File: src/rtl/seg_xlate_pkg.sv
package seg_xlate_pkg;
  typedef enum logic [1:0] {
    CFG_MODE    = 2'd0,
    CFG_BASE_LO = 2'd1,
    CFG_BASE_HI = 2'd2
  } cfg_word_e;
endpackage

File: src/rtl/seg_cfg_regs.sv
module seg_cfg_regs #(
  parameter int NSEG   = 16,
  parameter int SEG_W  = 4,
  parameter int CFG_W  = 32,
  parameter int CFG_AW = 2
) (
  input  logic                  clk,
  input  logic                  rst,
  input  logic                  cfg_we,
  input  logic [CFG_AW-1:0]     cfg_addr,
  input  logic [CFG_W-1:0]      cfg_wdata,
  output logic [NSEG-1:0]       lin_mask,
  output logic [NSEG*SEG_W-1:0] base_flat
);
  localparam int PER_WORD = CFG_W / SEG_W;

  always_ff @(posedge clk) begin
    if (rst) lin_mask <= '0;
    else if (cfg_we && cfg_addr == CFG_AW'(seg_xlate_pkg::CFG_MODE))
      lin_mask <= cfg_wdata[NSEG-1:0];
  end

  for (genvar i = 0; i < NSEG; i++) begin : g_base
    localparam int WORD = i / PER_WORD;
    localparam int LANE = i % PER_WORD;
    always_ff @(posedge clk) begin
      if (rst) base_flat[i*SEG_W +: SEG_W] <= '0;
      else if (cfg_we && cfg_addr == CFG_AW'(1 + WORD))
        base_flat[i*SEG_W +: SEG_W] <= cfg_wdata[LANE*SEG_W +: SEG_W];
    end
  end
endmodule

File: src/rtl/seg_classify.sv
module seg_classify #(
  parameter int ADDR_W    = 32,
  parameter int SEG_W     = 4,
  parameter int PAGE_W    = 13,
  parameter int USER_SEGS = 11
) (
  input  logic                          req,
  input  logic                          user,
  input  logic [ADDR_W-1:0]             vaddr,
  input  logic [(1<<SEG_W)-1:0]         lin_mask,
  input  logic [(1<<SEG_W)*SEG_W-1:0]   base_flat,
  output logic                          n_valid,
  output logic                          n_page_req,
  output logic                          n_fault,
  output logic [ADDR_W-1:0]             n_paddr,
  output logic [ADDR_W-PAGE_W-1:0]      n_vpn,
  output logic [PAGE_W-1:0]             n_offset
);
  localparam int VPN_W = ADDR_W - PAGE_W;

  logic [SEG_W-1:0] seg;
  logic [SEG_W-1:0] base;
  logic             is_lin, null_hit, priv_hit;

  always_comb begin
    seg      = vaddr[ADDR_W-1 -: SEG_W];
    is_lin   = lin_mask[seg];
    base     = base_flat[seg*SEG_W +: SEG_W];
    null_hit = (vaddr[ADDR_W-1:PAGE_W] == '0);
    priv_hit = user && (seg >= SEG_W'(USER_SEGS));

    n_fault    = req && (null_hit || priv_hit);
    n_valid    = req && !n_fault && is_lin;
    n_page_req = req && !n_fault && !is_lin;

    n_paddr  = n_valid ? {base, vaddr[ADDR_W-SEG_W-1:0]} : '0;
    n_vpn    = n_page_req ? vaddr[ADDR_W-1:PAGE_W] : VPN_W'(0);
    n_offset = n_page_req ? vaddr[PAGE_W-1:0] : '0;
  end
endmodule

File: src/rtl/seg_xlate_unit.sv
module seg_xlate_unit #(
  parameter int ADDR_W    = 32,
  parameter int SEG_W     = 4,
  parameter int PAGE_W    = 13,
  parameter int USER_SEGS = 11,
  parameter int CFG_W     = 32,
  parameter int CFG_AW    = 2
) (
  input  logic                     clk,
  input  logic                     rst,
  input  logic                     cfg_we,
  input  logic [CFG_AW-1:0]        cfg_addr,
  input  logic [CFG_W-1:0]         cfg_wdata,
  input  logic                     xl_req,
  input  logic                     xl_user,
  input  logic [ADDR_W-1:0]        xl_vaddr,
  output logic                     xl_valid,
  output logic [ADDR_W-1:0]        xl_paddr,
  output logic                     xl_page_req,
  output logic [ADDR_W-PAGE_W-1:0] xl_vpn,
  output logic [PAGE_W-1:0]        xl_offset,
  output logic                     xl_fault
);
  localparam int NSEG  = 1 << SEG_W;
  localparam int VPN_W = ADDR_W - PAGE_W;

  logic [NSEG-1:0]       lin_mask;
  logic [NSEG*SEG_W-1:0] base_flat;
  logic                  n_valid, n_page_req, n_fault;
  logic [ADDR_W-1:0]     n_paddr;
  logic [VPN_W-1:0]      n_vpn;
  logic [PAGE_W-1:0]     n_offset;

  seg_cfg_regs #(.NSEG(NSEG), .SEG_W(SEG_W), .CFG_W(CFG_W), .CFG_AW(CFG_AW)) u_cfg (
    .clk(clk), .rst(rst), .cfg_we(cfg_we), .cfg_addr(cfg_addr),
    .cfg_wdata(cfg_wdata), .lin_mask(lin_mask), .base_flat(base_flat)
  );

  seg_classify #(.ADDR_W(ADDR_W), .SEG_W(SEG_W), .PAGE_W(PAGE_W),
                 .USER_SEGS(USER_SEGS)) u_cls (
    .req(xl_req), .user(xl_user), .vaddr(xl_vaddr),
    .lin_mask(lin_mask), .base_flat(base_flat),
    .n_valid(n_valid), .n_page_req(n_page_req), .n_fault(n_fault),
    .n_paddr(n_paddr), .n_vpn(n_vpn), .n_offset(n_offset)
  );

  always_ff @(posedge clk) begin
    if (rst) begin
      xl_valid    <= 1'b0;
      xl_page_req <= 1'b0;
      xl_fault    <= 1'b0;
      xl_paddr    <= '0;
      xl_vpn      <= '0;
      xl_offset   <= '0;
    end else begin
      xl_valid    <= n_valid;
      xl_page_req <= n_page_req;
      xl_fault    <= n_fault;
      xl_paddr    <= n_paddr;
      xl_vpn      <= n_vpn;
      xl_offset   <= n_offset;
    end
  end
endmodule

File: config.mk
export PLATFORM = sky130hd
export DESIGN_NAME = seg_xlate_unit
export DESIGN_NICKNAME = d
export VERILOG_FILES = /design/src/rtl/seg_xlate_pkg.sv /design/src/rtl/seg_cfg_regs.sv /design/src/rtl/seg_classify.sv /design/src/rtl/seg_xlate_unit.sv
export SDC_FILE = /design/constraint.sdc
export NUM_CORES = 1
export LEC_CHECK = 0
export ABC_AREA = 0
export CORE_ASPECT_RATIO = 0.5
export CORE_MARGIN = 4
export CORE_UTILIZATION = 48
export CTS_CLUSTER_SIZE = 8
export DETAILED_ROUTE_END_ITERATION = 10
export PLACE_DENSITY = 0.77
export SLEW_MARGIN = 20
export SYNTH_ARGS = -nofsm -noshare
export SYNTH_HDL_FRONTEND = slang
export SYNTH_SLANG_ARGS = --single-unit
export TNS_END_PERCENT = 10
File: constraint.sdc
create_clock -name clk -period 2.9 [get_ports clk]
set_input_delay 0.87 -clock clk [delete_from_list [all_inputs] [get_ports clk]]
set_output_delay 0.87 -clock clk [all_outputs]
set_load 0.005 [all_outputs]
==> metrics.md <==
| Metric | Value |
|---|---|
| Status | complete, no violations |
| Largest family of logic cells by synthesized area | simple AND/OR/NAND/NOR gates |
| Share of layout cells above drive strength 1 | roughly a tenth |
| Total number of vias | 4465 |
| H-tree depth reported by CTS | 4 |
| Ys async rst share | 0% |
| Crit Path Category | input port to register |
| RSZ-0062 raised after global routing | false |
| Final ANT Viol Nets | 0 |
| Port Buffers | between 100 and 150 |
| Mux share of post-synthesis cell area | between 10 and 15% |
| Synth top area cells | dfxtp_1 (55%), nand2_1 (11%), a21oi_1 (7.7%), and3_1 (7.4%), mux4_1 (5.9%) |
| VDD IR max | roughly 0.33 mV |
| Drt pass-1 iters | 5 |
| Top cell type's share of synthesized area | a little under three fifths |
| Compound-Gate Fraction of Synth Area | 7.88% |
| Cell area after layout | between 0.007 and 0.008 mm2 |
| CTS tree | built |
| # placed instances | 798 |
| Rel. slew slack | a little under half |
| Vias in the first global route | approximately 4300 |
| Gr usage total | between 20% and 30% |
| P_leak | ~3 nW |
| Synth Area in XOR/XNOR | 0% |
| Synth Area in Adders | 0% |
| Ys flop type | dfxtp_1 |
| Largest net degree at the start of global routing | a little over 80 |
| Max clock buf depth | 2 |
| #FFs+latches synth | around 150 |
| Layout Cells excl Fill | 830 |
| # resized after CTS | 0 |
| First-pass GRT wire length | 23.2 mm |
| FP Rows | 26 |
| Drt wl/cell | around 18 um |
| Final core occ | approximately 72% |
| Simple-gate share of the synthesized area | between 20% and 30% |
| Syn Std Cell Area | 0.00531 mm2 |
| CTS hold repair buffers | 0 |
| Final setup fails | 0 |
| # DRC | 0 |
| Core ar. | 0.0105 mm2 |
| Critical-path maximum fanout | 21 |
| Yosys Warn Count | 0 |
| Cell variety after synth | 26 |
| Clock tree sinks | between 100 and 150 |
| Final #Nets | about 750 |
| Initial antenna violation count | 0 |
| Ant. Diodes | 0 |
| Final Slew Violations | 0 |
| Initial Util | 50.7% |
| Num CTS Buffers | 17 |
| Global route overflow | 0 |
| Final period util | 89.8% |
| Placed inst area | 0.00686 mm2 |
| Vias/cell | between 5 and 6 |
| Die H | between 80 and 90 um |
| Setup Skew | ~10 ps |
| Clock slew at reported path FFs | approximately 60 ps |
| Final Critical Period | about 2600 ps |
| Slowest stage delay, CP | just under 600 ps |
| I/O pins | between 100 and 150 |
| Post-synthesis sequential area ratio | a little under three fifths |
| Die W | roughly 160 um |
| Post-synth EDFFs | 0 |
| Total chip power | between 0.004 and 0.005 W |
| Startpoint types | input port |
| Maxcap violations | 0 |
| Worst Tran Pin Value | between 800 and 900 ps |
| Slowest cell on crit path | mux4_1 |
| Fillers | approximately 740 |
| Mean post-synth cell area | 9.68 um2 |
| Initial DRC count | 310 |
| Endpoints failing hold | 0 |
| Die ar. | roughly 0.013 mm2 |
| CP cell instances | clkdlybuf4s50_1 > buf_12 > mux4_1 > mux4_2 > and3_1 |
| Hpwl dp | about 9.5 mm |
| WP data arrival | slightly below 3000 ps |
| Root Buffer | clkbuf_16 |
| Area grow syn2layout | 41.5% |
| Peak Freq | about 0.38 GHz |
| Syn nets | roughly 620 |
| Worst EP required | around 3200 ps |
| # Post-CTS Setup Buffers | 0 |
| Power Density | ~650 mW/mm2 |
| Drt total wl | ~15 mm |
| Hold Path Class | register to register |
| Mapped Cells | 548 |
| GPL Wtd Cong | between 0.7 and 0.8 |
| Setup crit end kind | register |
| Clock Latency Late Sink | a little over 400 ps |
| Leading area contributor after synthesis | dfxtp_1 |
worst paths after layout:
path	startpoint	endpoint	slack, ps	cells after the start
setup / recovery	xl_vaddr[28]	xl_paddr[31]$_SDFF_PP0_	290	5
hold / removal	u_cfg.base_flat[44]$_SDFFE_PP0P_	u_cfg.base_flat[44]$_SDFFE_PP0P_	450	2
setup reg to reg	u_cfg.base_flat[23]$_SDFFE_PP0P_	xl_paddr[31]$_SDFF_PP0_	1260	3
hold reg to reg	u_cfg.base_flat[44]$_SDFFE_PP0P_	u_cfg.base_flat[44]$_SDFFE_PP0P_	450	2
area by class of cell:
cell class | count | area (um2) | share of cell area [%]
clock buffer | 18 | 439 | 5.85
clock inverter | 14 | 208 | 2.77
multi-input combinational | 356 | 2180 | 29.0
sequential | 147 | 2940 | 39.2
tap | 140 | 175 | 2.33
timing repair buffer | 155 | 1560 | 20.8
stage by stage:
step | hold WS (ps) | setup slack, ps | TNS [ps]
final | 450 | 294 | 0
after global routing | 468 | 228 | 0
after CTS | 451 | 305 | 0
after global placement | 437 | -133 | -3060
after detailed placement | 443 | -133 | -4750
after floorplan | 432 | 464 | 0
critical path, delay by kind of cell:
kind	cells	cell delay [ps]
mux	2	1090
buf+inv	2	730
simple gates	1	210
cell usage in the layout, fill, tap and decap left out, drive strengths merged, types with 5 or more instances in the layout:
master | netlist | layout
buf | 4 | 19
clkinv | 0 | 6
clkdlybuf4s50 | 0 | 136
mux4 | 24 | 24
a21oi | 82 | 82
bufinv | 0 | 5
dfxtp | 147 | 147
and3 | 64 | 64
clkbuf | 41 | 18
nand2 | 162 | 162
metal layers:
metal	up-vias	GRT usage (%)	wire length (um)
met5	-	0	0
met4	0	9.61	329
met3	29	5.57	1210
met2	190	38.3	6880
met1	2109	30.2	6270
li1	2137	-	-
sequential cells by signal, summed over array words and instances (netlist names):
register	flops
xl_vpn	19
xl_fault	1
xl_paddr	32
xl_valid	1
xl_offset	13
u_cfg.base_flat	64
xl_page_req	1
u_cfg.lin_mask	16
synthesized netlist by cell type, drive strengths merged (2+ instances only):
| library cell | count |
|---|---|
| nor4 | 4 |
| dfxtp | 147 |
| and2 | 2 |
| mux4 | 24 |
| and4 | 2 |
| clkbuf | 41 |
| nand3b | 4 |
| buf | 4 |
| nor2 | 3 |
| and3 | 64 |
| nand2 | 162 |
| and3b | 2 |
| a21oi | 82 |
logic make-up (layout without fill, tap and decap cells):
| group | after synthesis | in the layout |
|---|---|---|
| flops | 147 | 147 |
| mux | 24 | 24 |
| buf+inv | 45 | 187 |
| compound gates | 83 | 83 |
| simple gates | 249 | 249 |
where the power goes:
| group | total, W | internal, W | switching, W | leakage, nW |
|---|---|---|---|---|
| clock | 0.00239 | 0.00154 | 0.000846 | 0.316 |
| combinational | 0.000400 | 0.000215 | 0.000184 | 1.51 |
| sequential | 0.00210 | 0.00208 | 0.0000251 | 1.19 |
| total | 0.00490 | 0.00384 | 0.00106 | 3.02 |
Power figures use the tool's default switching activity.
